[src/rtl/pfw_pkg.sv]
// Package: shared types for the power-fail early-warning generator.
// Assumes nothing beyond the parameters passed to the modules that use it.
package pfw_pkg;

    // States of the one-shot pulse generator.
    typedef enum logic [1:0] {
        OS_ARMED = 2'd0,   // waiting for a qualified low
        OS_PULSE = 2'd1,   // driving the interrupt low
        OS_SPENT = 2'd2    // pulse done, waiting for the sense input to recover
    } os_state_t;

    // Width of a counter that must hold values 0..n-1 (at least one bit).
    function automatic int cnt_width(input int n);
        return (n > 2) ? $clog2(n) : 1;
    endfunction

endpackage

[src/rtl/pfw_sync.sv]
// Module: pfw_sync
// Multi-stage flop synchroniser for a single-bit asynchronous level.
// Assumes: the input is a slow level, so metastability settles within one stage.
// The reset value is a parameter, so the output reads "safe" during reset.
module pfw_sync #(
    parameter int STAGES  = 2,
    parameter bit RST_VAL = 1'b1
) (
    input  logic clk,
    input  logic rst_n,
    input  logic d_async,
    output logic q_sync
);

    logic [STAGES-1:0] chain;

    generate
        if (STAGES == 1) begin : g_single
            // Capture the asynchronous level in one stage.
            always_ff @(posedge clk) begin
                if (!rst_n) chain <= RST_VAL;
                else        chain <= d_async;
            end
        end else begin : g_chain
            // Shift the asynchronous level through the stage chain.
            always_ff @(posedge clk) begin
                if (!rst_n) chain <= {STAGES{RST_VAL}};
                else        chain <= {chain[STAGES-2:0], d_async};
            end
        end
    endgenerate

    assign q_sync = chain[STAGES-1];

endmodule

[src/rtl/pfw_persist.sv]
// Module: pfw_persist
// Persistence filter. It counts consecutive cycles in which the synchronised
// sense reading is low while the local supply is in tolerance. The trip
// output is high from the cycle in which the count reaches PERSIST_CYC-1 and
// stays high while the low persists, because the count saturates there.
// Any high sense cycle or low vcc_ok cycle clears the count.
// Assumes: PERSIST_CYC >= 2; vcc_ok is already synchronous to clk.
module pfw_persist
    import pfw_pkg::*;
#(
    parameter int PERSIST_CYC = 250
) (
    input  logic clk,
    input  logic rst_n,
    input  logic sense_low,
    input  logic vcc_ok,
    output logic trip
);

    localparam int CW = cnt_width(PERSIST_CYC);
    localparam logic [CW-1:0] LAST = CW'(PERSIST_CYC - 1);

    logic [CW-1:0] cnt;
    logic          qual;

    assign qual = sense_low & vcc_ok;

    // Count qualified low cycles, saturating at LAST; clear on any break.
    always_ff @(posedge clk) begin
        if (!rst_n)           cnt <= '0;
        else if (!qual)       cnt <= '0;
        else if (cnt != LAST) cnt <= cnt + CW'(1);
    end

    assign trip = qual && (cnt == LAST);

endmodule

[src/rtl/pfw_oneshot.sv]
// Module: pfw_oneshot
// One-shot pulse generator. A trip while armed starts a low pulse on irq_n
// that lasts exactly PULSE_CYC cycles, whatever the inputs do meanwhile.
// After the pulse the generator stays spent until the synchronised sense
// input reads high. This gives one pulse per supply dip.
// Assumes: PULSE_CYC >= 2; trip and sense_hi are synchronous to clk.
module pfw_oneshot
    import pfw_pkg::*;
#(
    parameter int PULSE_CYC = 10000
) (
    input  logic clk,
    input  logic rst_n,
    input  logic trip,
    input  logic sense_hi,
    output logic irq_n
);

    localparam int TW = cnt_width(PULSE_CYC);
    localparam logic [TW-1:0] TLAST = TW'(PULSE_CYC - 1);

    os_state_t     state;
    logic [TW-1:0] tmr;

    // Sequence armed -> pulse -> spent -> armed and drive the registered output.
    always_ff @(posedge clk) begin
        if (!rst_n) begin
            state <= OS_ARMED;
            tmr   <= '0;
            irq_n <= 1'b1;
        end else begin
            case (state)
                OS_ARMED: begin
                    if (trip) begin
                        state <= OS_PULSE;
                        tmr   <= '0;
                        irq_n <= 1'b0;
                    end
                end
                OS_PULSE: begin
                    if (tmr == TLAST) begin
                        state <= OS_SPENT;
                        irq_n <= 1'b1;
                    end else begin
                        tmr <= tmr + TW'(1);
                    end
                end
                OS_SPENT: begin
                    if (sense_hi) state <= OS_ARMED;
                end
                default: begin
                    state <= OS_ARMED;
                    irq_n <= 1'b1;
                end
            endcase
        end
    end

endmodule

[src/rtl/pfail_warn.sv]
// Module: pfail_warn (top)
// Power-fail early-warning interrupt generator. It synchronises the upstream
// comparator flag, filters it for persistence (gated by the local supply
// flag) and emits one fixed-width active-low pulse per qualified dip.
// Assumes: sense_ok is asynchronous; vcc_ok is synchronous to clk;
// PERSIST_CYC >= 2 and PULSE_CYC >= 2.
module pfail_warn #(
    parameter int PERSIST_CYC = 250,
    parameter int PULSE_CYC   = 10000,
    parameter int SYNC_STAGES = 2
) (
    input  logic clk,
    input  logic rst_n,
    input  logic sense_ok,
    input  logic vcc_ok,
    output logic irq_n
);

    logic sense_sync;
    logic trip;

    pfw_sync #(
        .STAGES  (SYNC_STAGES),
        .RST_VAL (1'b1)
    ) u_sync (
        .clk     (clk),
        .rst_n   (rst_n),
        .d_async (sense_ok),
        .q_sync  (sense_sync)
    );

    pfw_persist #(
        .PERSIST_CYC (PERSIST_CYC)
    ) u_persist (
        .clk       (clk),
        .rst_n     (rst_n),
        .sense_low (~sense_sync),
        .vcc_ok    (vcc_ok),
        .trip      (trip)
    );

    pfw_oneshot #(
        .PULSE_CYC (PULSE_CYC)
    ) u_oneshot (
        .clk      (clk),
        .rst_n    (rst_n),
        .trip     (trip),
        .sense_hi (sense_sync),
        .irq_n    (irq_n)
    );

endmodule

[config.mk]
export PLATFORM = sky130hd
export DESIGN_NAME = pfail_warn
export DESIGN_NICKNAME = d
export VERILOG_FILES = /design/src/rtl/pfw_pkg.sv /design/src/rtl/pfw_sync.sv /design/src/rtl/pfw_persist.sv /design/src/rtl/pfw_oneshot.sv /design/src/rtl/pfail_warn.sv
export SDC_FILE = /design/constraint.sdc
export NUM_CORES = 1
export LEC_CHECK = 0
export BUFFER_PORTS_ARGS = -buffer_cell sky130_fd_sc_hd__buf_2
export CAP_MARGIN = 15
export CORE_ASPECT_RATIO = 0.6
export CORE_UTILIZATION = 40
export DETAILED_ROUTE_END_ITERATION = 8
export PLACE_DENSITY = 0.57
export SYNTH_ARGS = -nofsm -noshare
export SYNTH_HDL_FRONTEND = slang
export SYNTH_SLANG_ARGS = --single-unit
export TNS_END_PERCENT = 20
[constraint.sdc]
create_clock -name clk -period 5.2 [get_ports clk]
set_clock_uncertainty 0.15 [all_clocks]
set_input_delay 0.52 -clock clk [delete_from_list [all_inputs] [get_ports clk]]
set_output_delay 0.52 -clock clk [all_outputs]
set_load 0.01 [all_outputs]
==> metrics.yaml, run 1 <==
critical_path:
  path_depth: 5
  critPathSlowestCell: "or4bb_1"
  end_kind: "flop"
  required_ns: 5.20
  critPathLaunchType: "flop"
  cp_data_arrival_time_ns: 2.43
  critPathMaxStageDelay_ns: 0.58
  r2r_cells: 5
  cp_top_family: "simple AND/OR/NAND/NOR gates"
  worstSetupPathType: "reg2reg"
  worst-path-max-fanout: 13
  worst-path-buf-inv: 0
  crit_chain: "ha_1 -> or4bb_1 -> o41ai_4 -> or4_2 -> a21oi_2"
synth:
  synth_cell_types: 41
  synth_area_um2: 1300
  post_synth.cell_area_avg_um2: 9.34
  ys_ff_latch: 27
  yosysSeqAreaShare: 0.416
  synth_fp_nets: 146
  ys_warn_count: 0
  synth_cells: 139
floorplanning:
  chipWidth_um: 75.6
  die_h_um: 46.1
  rows: 15
  initial_core_util: 0.435
  core_area_um2: 2980
  dieArea_um2: 3490
  pin_count: 5
clock_network:
  clock_sinks: 27
  hold_buffers: 0
  clock_path_buffers: 2
  clk_pin_slew_ns: 0.09
  cts_made_buffers: 3
  ctsResizeCount: 0
  cts_tree: "done"
  postCtsSetupRepairBufs: 0
  htree_levels: 1
  cts_root_buf: "clkbuf_8"
  insertion_delay_ns: 0.28
route:
  drc_errors: 0
  via_per_inst: 5.27
  post_drt_wl_per_cell_um: 12.6
  vias: 980
  antenna_left: 0
  drt_pre_antenna_iters: 4
  wirelength_mm: 2.34
  drt-initial-drc-count: 48
placed_design:
  preCtsSetupSlack_ns: 2.79
  port_buffers: 4
  gp_congestion: 0.849
  place_hpwl_mm: 1.75
min_path:
  hp-class: "reg2reg"
  hold-path-cell-count: 1
pwr:
  finalPower_mw: 0.338
  total_leakage_power_nw: 0.409
  peakVddDrop_mv: 0.107
  power_density_nw_per_um2: 242
finish:
  final_common_cell: "dfxtp_1"
  drive_above_1_share: 0.160
  most-common-layout-cells: "dfxtp_1, nor2_1, nand3_1"
  diodes: 0
  final_nets: 152
  syn2layout_area_growth_pct: 7.32
status:
  status: "complete, no violations"
global_routing:
  grt_pass1_wl_mm: 4.00
  grt_pass1_vias: 809
  grt_antenna_before_repair: 0
  globalRouteOverflowTotal: 0
  grt_max_degree: 17
  grt_usage: 0.163
sta:
  finalSetupViolations: 0
  drv_slew: 0
  slew_headroom: 0.569
  finalHoldViolations: 0
  period_share: 0.467
  worst_slack_ns: 2.77
  rsz0062_at_grt: "false"
  tns_ns: 0
  clock.fmax_mhz: 412
  worst_pin_slew_ns: 0.644
  fin_crit_ns: 2.43
  holdWs_ns: 0.267
job:
  maxCapViolCount: 0
-- cell usage after synthesis, drive strengths merged --
cell type,count,area (µm²)
dfxtp,27,541
nor2,15,56.3
nand3,11,55.1
nand2,9,33.8
a21oi,7,50.0
o21ai,7,38.8
xnor2,6,52.6
or4,5,42.5
xor2,5,43.8
nand4,4,25.0
o31ai,4,30.0
or3,4,27.5
ha,3,37.5
nand2b,3,18.8
nand3b,3,22.5
or2,3,18.8
and4,2,17.5
buf,2,22.5
nor2b,2,12.5
nor3,2,10.0
nor4,2,18.8
a211oi,1,7.51
a21boi,1,7.51
a22oi,1,7.51
and2b,1,8.76
and4b,1,10.0
clkbuf,1,3.75
inv,1,3.75
mux2i,1,10.0
nand4b,1,8.76
nor3b,1,7.51
o41ai,1,27.5
or4b,1,10.0
or4bb,1,11.3
-- layout make-up --
cell class                 count  area [µm²]
fill                         286        1590
sequential                    27         541
clock inverter                 1        7.51
tap                           42        52.6
timing repair buffer           4        20.0
clock buffer                   3        41.3
multi-input combinational    108         728
inverter                       1        3.75
-- sequential cells by signal (all words and copies together), names as in the netlist --
| name | cells |
|---|---|
| u_oneshot.state | 2 |
| u_oneshot.irq_n | 1 |
| u_oneshot.tmr | 14 |
| u_sync.chain | 2 |
| u_persist.cnt | 8 |
-- where the power goes --
part,internal (mW),leakage (nW),switching (mW)
clock network,0.0545,0.0217,0.0665
logic,0.00305,0.169,0.00467
registers,0.208,0.218,0.000859
total,0.266,0.409,0.0720
-- logic make-up (layout without fill, tap and decap cells) --
| group | after synthesis | in the layout | share of synthesized area |
|---|---|---|---|
| muxes | 1 | 1 | 0.00771 |
| adders and majority gates | 3 | 3 | 0.0289 |
| and+or+nand+nor | 71 | 71 | 0.320 |
| buffers and inverters | 4 | 9 | 0.0231 |
| xor gates and xnor gates | 11 | 11 | 0.0742 |
| AOI/OAI and AO/OA | 22 | 22 | 0.130 |
| DFF | 27 | 27 | 0.416 |
-- per-stage QoR --
stage | utilization | instance area (µm²) | cells
2_1_floorplan | - | 1300 | 139
3_5_place_dp | 0.451 | 1350 | 182
5_1_grt | 0.467 | 1390 | 186
6_report | 0.467 | 1390 | 186
4_1_cts | 0.467 | 1390 | 186
3_3_place_gp | 0.451 | 1350 | 182
-- per-layer routing --
metal	up-vias	part of all wire	global-route usage
li1	519	-	-
met1	433	0.55	0.243
met2	24	0.37	0.207
met3	4	0.055	0.0525
met4	0	0.017	0.0778
met5	-	0	0
-- final timing paths --
check,start,to,slack [ns]
setup / recovery,u_oneshot.tmr[0],u_oneshot.tmr[10],2.77
hold / removal,u_sync.chain[0],u_sync.chain[1],0.27
setup reg to reg,u_oneshot.tmr[0],u_oneshot.tmr[10],2.77
hold reg to reg,u_sync.chain[0],u_sync.chain[1],0.27
Power figures use the tool's default switching activity.
==> inputs of run 2 (changes only) <==
Settings changed: PLACE_DENSITY 0.57 to 0.59.
Clock period 5.2 ns to 2 ns, I/O delays scaled along.
==> metrics.yaml, run 2 (synthesis results as in run 1) <==
status:
  status: "complete, no violations"
critical_path:
  required_ns: 2.01  # -3.19 ns
  worst-path-buf-inv: 1  # +1
  worstSetupPathType: "reg2reg"
  rr_endpoint: "u_oneshot.tmr[11]"
  r2r_slack_ns: 0.09  # -2.68 ns
  crit_chain: "or4_4 -> o41ai_4 -> buf_4 -> or4_1 -> a21oi_2"
  worst-path-max-fanout: 7  # -6
  cp_top_family: "simple AND/OR/NAND/NOR gates"
  r2r-start: "u_oneshot.tmr[11]"
  critPathLaunchType: "flop"
  cp-startpoint: "u_oneshot.tmr[11]"
  r2r_cells: 5  # unchanged
  cp_data_arrival_time_ns: 1.92  # -0.51 ns
  critPathMaxStageDelay_ns: 0.56  # -0.02 ns
  end_kind: "flop"
  critPathSlowestCell: "or4_4"
sta:
  slew_headroom: 0.763  # +0.194
  finalSetupViolations: 0  # unchanged
  worst_slack_ns: 0.0925  # -2.68 ns
  tns_ns: 0  # unchanged
  finalHoldViolations: 0  # unchanged
  rsz0062_at_grt: "false"
  period_share: 0.954  # +0.487
  clock.fmax_mhz: 524  # +27%
  drv_slew: 0  # unchanged
  fin_crit_ns: 1.91  # -0.519 ns
  worst_pin_slew_ns: 0.352  # -0.292 ns
finish:
  instances_no_fill: 198  # +6.5%
  top_register: "u_oneshot.tmr"
  final_common_cell: "dfxtp_1"
  syn2layout_area_growth_pct: 17.7
  fin_util: 0.512  # +0.0453
  largest_reg_flops: 14  # unchanged
  seqCellArea_um2: 549  # +1.6%
  most-common-layout-cells: "dfxtp_1, nor2_1, nand3_1"
  largestRegisters: "u_oneshot.tmr: 14 flops, u_persist.cnt: 8 flops"
  diodes: 0  # unchanged
  fillers: 297  # +3.8%
  drive_above_1_share: 0.256  # +0.0967
  final_nets: 164  # +7.9%
  multi_input_area_um2: 752  # +3.3%
min_path:
  hold-path-cell-count: 2  # +1
  hp-start: "rst_n"
  hp-class: "in2reg"
  holdPathEnd: "u_sync.chain[0]"
global_routing:
  grt_antenna_before_repair: 0  # unchanged
  grt_usage: 0.176  # +0.0121
  grt_use_met2: 0.230  # +0.0232
  grt_max_degree: 16  # -1
  grt_pass1_vias: 926  # +14%
  busiest_layer: "met1"
  grt_pass1_wl_mm: 4.45  # +11%
  grt_util_met1: 0.275  # +0.0320
  met3_usage: 0.0591  # +0.00656
  globalRouteOverflowTotal: 0  # unchanged
floorplanning:
  initial_core_util: 0.435  # unchanged
  rows: 15  # unchanged
  core_area_um2: 2980  # unchanged
  dieArea_um2: 3490  # unchanged
  pin_count: 5  # unchanged
  chipWidth_um: 75.6  # unchanged
  die_h_um: 46.1  # unchanged
clock_network:
  clock_sinks: 27  # unchanged
  cts_tree: "done"
  cts_root_buf: "clkbuf_8"
  clk_pin_slew_ns: 0.09  # about the same
  clock_path_buffers: 2  # unchanged
  cts_made_buffers: 3  # unchanged
  insertion_delay_ns: 0.27  # about the same
  postCtsSetupRepairBufs: 0  # unchanged
  htree_levels: 1  # unchanged
route:
  wirelength_mm: 2.57  # +9.8%
  via_per_inst: 5.35  # +1.6%
  drt_pre_antenna_iters: 4  # unchanged
  antenna_left: 0  # unchanged
  vias: 1060  # +8.2%
  drt-initial-drc-count: 65  # +35%
  post_drt_wl_per_cell_um: 13.0  # +3.1%
  drc_errors: 0  # unchanged
job:
  maxCapViolCount: 0  # unchanged
placed_design:
  dp_cells: 193  # +6.0%
  port_buffers: 4  # unchanged
  preCtsSetupSlack_ns: 0.0386  # -2.75 ns
  place_hpwl_mm: 1.98  # +13%
  gp_congestion: 0.908  # +7.0%
pwr:
  total_leakage_power_nw: 0.480  # +17%
  peakVddDrop_mv: 0.352  # +230%
  finalPower_mw: 0.878  # +160%
  power_density_nw_per_um2: 574  # +140%
==> run 2: how the worst max path moves through the flow <==
stage	slack, ns	endpoint	depth (start not counted)
floorplan	0.04	u_oneshot.tmr[4]	6
finish	0.09	u_oneshot.tmr[11]	5
global placement	0.06	u_oneshot.tmr[10]	6
CTS	0.02	u_oneshot.tmr[10]	6
global route	0.007	u_oneshot.tmr[9]	5
detailed placement	0.04	u_oneshot.tmr[10]	6
==> run 2: layer usage <==
metal  routed length, µm  part of all wire
met2                 941              0.37
met1                1520              0.59
met5                   0                 0
met3                 109             0.042
met4                   4            0.0016
==> run 2: area by class of cell <==
| type | instances | share of cell area |
|---|---|---|
| multi-input combinational | 108 | 0.492 |
| tap | 42 | 0.0344 |
| clock inverter | 1 | 0.00327 |
| inverter | 1 | 0.00245 |
| clock buffer | 3 | 0.0270 |
| sequential | 27 | 0.359 |
| timing repair buffer | 16 | 0.0818 |
==> run 2: power breakdown <==
group	total, mW	leakage (nW)	switching, mW	internal [mW]
combinational	0.0283	0.235	0.0147	0.0136
clock	0.309	0.0255	0.169	0.140
sequential	0.540	0.220	0.00195	0.538
==> run 2: per-stage QoR <==
| step | area [µm²] | hold slack, ns |
|---|---|---|
| finish | 1530 | 0.0382 |
| global route | 1530 | 0.0455 |
| global placement | 1460 | 0.234 |
| CTS | 1520 | 0.0327 |
| detailed placement | 1460 | 0.234 |
| floorplan | 1320 | 0.151 |
==> run 2: worst register-to-register path, stage by stage, from the launching register on <==
cell	delay [ns]
dfxtp_1	0.36
or4_4	0.56
o41ai_4	0.35
buf_4	0.20
or4_1	0.13
a21oi_2	0.05
==> run 2: timing repair <==
item | 4_1_cts | 5_1_grt
endpoints found under the setup margin | 0 | 10
hold buffers | 1 | 0
hold endpoints to repair | 1 | 0
gates resized for setup | 0 | 3
==> inputs of run 3 (changes only) <==
Settings changed: CTS_BUF_LIST from default to sky130_fd_sc_hd__clkbuf_8, PLACE_DENSITY 0.59 to default, PLACE_DENSITY_LB_ADDON from default to 0.08.
==> metrics.yaml, run 3 (synthesis results as in run 1) <==
min_path:
  hp-class: "in2reg"
  hold-path-cell-count: 2  # unchanged
route:
  m1WireLength_mm: 1.55  # +2.5%
  vias: 1050  # -0.94%
  wl_met2_mm: 1.13  # +20%
  post_drt_wl_per_cell_um: 14.1  # +8.7%
  top_layer: "met4"
  wirelength_mm: 2.82  # +9.8%
  route.met3.wl_um: 98  # -10%
  drt_pre_antenna_iters: 4  # unchanged
  drt-initial-drc-count: 106  # +63%
  drc_errors: 0  # unchanged
  via_per_inst: 5.25  # -1.9%
  antenna_left: 0  # unchanged
finish:
  largestRegisters: "u_oneshot.tmr: 14 flops, u_persist.cnt: 8 flops"
  final_common_cell: "dfxtp_1"
  syn2layout_area_growth_pct: 18.6
  largest_reg_flops: 14  # unchanged
  most-common-layout-cells: "dfxtp_1, nor2_1, buf_4"
  instances_no_fill: 200  # +1.0%
  final_nets: 166  # +1.2%
  top_register: "u_oneshot.tmr"
  diodes: 0  # unchanged
  drive_above_1_share: 0.259  # +0.00308
pwr:
  power_density_nw_per_um2: 570  # -0.73%
  p_clk_frac: 0.352  # about the same
  peakVddDrop_mv: 0.393  # +12%
  swShare: 0.214  # +0.00198
  comb_power_share: 0.032  # about the same
  seqPwrFrac: 0.616  # about the same
  total_leakage_power_nw: 0.490  # +2.0%
  p_int_mw: 0.690  # -0.25%
  p_switching_mw: 0.188  # +0.94%
placed_design:
  place_hpwl_mm: 2.13  # +7.5%
  port_buffers: 4  # unchanged
  dp_cells: 195  # +1.0%
  gp_congestion: 0.814  # -10%
global_routing:
  grt_antenna_before_repair: 0  # unchanged
  globalRouteOverflowTotal: 0  # unchanged
  grt_usage: 0.190  # +0.0145
  grt_max_degree: 15  # -1
  grt_pass1_vias: 953  # +2.9%
  grt_pass1_wl_mm: 4.64  # +4.3%
clock_network:
  insertion_delay_ns: 0.27  # about the same
  clock_path_buffers: 2  # unchanged
  clk_pin_slew_ns: 0.09  # about the same
  cts_root_buf: "clkbuf_8"
  htree_levels: 1  # unchanged
  cts_made_buffers: 3  # unchanged
  clock_sinks: 27  # unchanged
  cts_tree: "done"
sta:
  fin_crit_ns: 1.96  # +0.0499 ns
  drv_slew: 0  # unchanged
  clock.fmax_mhz: 511  # -2.5%
  finalHoldViolations: 0  # unchanged
  worst_pin_slew_ns: 0.320  # -0.0329 ns
  period_share: 0.979  # +0.0250
  tns_ns: 0  # unchanged
  finalSetupViolations: 0  # unchanged
  slew_headroom: 0.786  # +0.0234
  holdWs_ns: 0.0497  # +0.0115 ns
  rsz0062_at_grt: "false"
critical_path:
  critPathLaunchType: "flop"
  r2r_slack_ns: 0.04  # -0.05 ns
  end_kind: "flop"
  cp-startpoint: "u_oneshot.tmr[1]"
  r2r-start: "u_oneshot.tmr[1]"
  critPathSlowestCell: "or4_2"
  cp_data_arrival_time_ns: 2.03  # +0.11 ns
  required_ns: 2.07  # +0.06 ns
  crit_path_end: "u_oneshot.tmr[10]"
  crit_chain: "ha_4 -> or4bb_4 -> o41ai_4 -> buf_4 -> or4_2 -> a21oi_2"
  critPathMaxStageDelay_ns: 0.65  # +0.09 ns
  worst-path-max-fanout: 6  # -1
  r2r_cells: 6  # +1
  worstSetupPathType: "reg2reg"
  rr_endpoint: "u_oneshot.tmr[10]"
floorplanning:
  pin_count: 5  # unchanged
  die_h_um: 46.1  # unchanged
  initial_core_util: 0.435  # unchanged
  chipWidth_um: 75.6  # unchanged
  core_area_um2: 2980  # unchanged
  dieArea_um2: 3490  # unchanged
  rows: 15  # unchanged
job:
  maxCapViolCount: 0  # unchanged
status:
  status: "complete, no violations"
==> run 3: worst max-delay path: cells and delay by family (launching register included) <==
kind | cells | cell delay, ns
and+or+nand+nor | 2 | 0.87
AOI/OAI and AO/OA | 2 | 0.19
adders and majority gates | 1 | 0.15
buffers and inverters | 1 | 0.17
DFF | 1 | 0.36
==> run 3: stage by stage <==
step | power (mW) | cell area (µm²) | utilization | setup slack, ns
2_1_floorplan | 0.568 | 1320 | - | 0.0419
3_3_place_gp | 0.580 | 1480 | 0.496 | 0.0574
3_5_place_dp | 0.581 | 1480 | 0.496 | 0.00680
4_1_cts | 0.889 | 1530 | 0.514 | 0.0255
5_1_grt | 0.912 | 1540 | 0.516 | 0.00943
6_report | 0.878 | 1540 | 0.516 | 0.0426
==> run 3: repair_timing <==
action / CTS / global route
endpoints found under the setup margin: 1 / 11
buffers inserted: 0 / 0
endpoints found under the hold margin: 1 / 0
hold buffers: 1 / 0
pin swaps: 1 / 1
resized for setup: 0 / 2
==> run 3: layout make-up <==
type                            count  area (µm²)
Clock buffer                        3        41.3
Clock inverter                      1        3.75
Fill cell                         280        1440
Inverter                            1        3.75
Multi-Input combinational cell    108         749
Sequential cell                    27         549
Tap cell                           42        52.6
Timing Repair Buffer               18         140
==> run 3: layer usage <==
metal | GRT usage | up-vias
met5 | 0 | -
met4 | 0.0852 | 0
met3 | 0.0591 | 4
met2 | 0.250 | 16
met1 | 0.279 | 488
li1 | - | 542
==> run 3: worst min path at each step <==
stage	to	start	slack (ns)
floorplan	u_sync.chain[0]	sense_ok	0.15
global placement	u_sync.chain[0]	sense_ok	0.24
detailed placement	u_sync.chain[0]	sense_ok	0.25
CTS	u_oneshot.irq_n	rst_n	0.04
global route	u_sync.chain[0]	rst_n	0.06
finish	u_oneshot.irq_n	rst_n	0.05
==> run 3: power by group through the flow <==
| stage | sequential, mW | combinational [mW] | clock, mW |
|---|---|---|---|
| after global routing | 0.541 | 0.0315 | 0.340 |
| after CTS | 0.541 | 0.0289 | 0.319 |
| after global placement | 0.553 | 0.0265 | 0 |
| after detailed placement | 0.553 | 0.0274 | 0 |
| after floorplan | 0.554 | 0.0144 | 0 |
| final | 0.541 | 0.0285 | 0.308 |
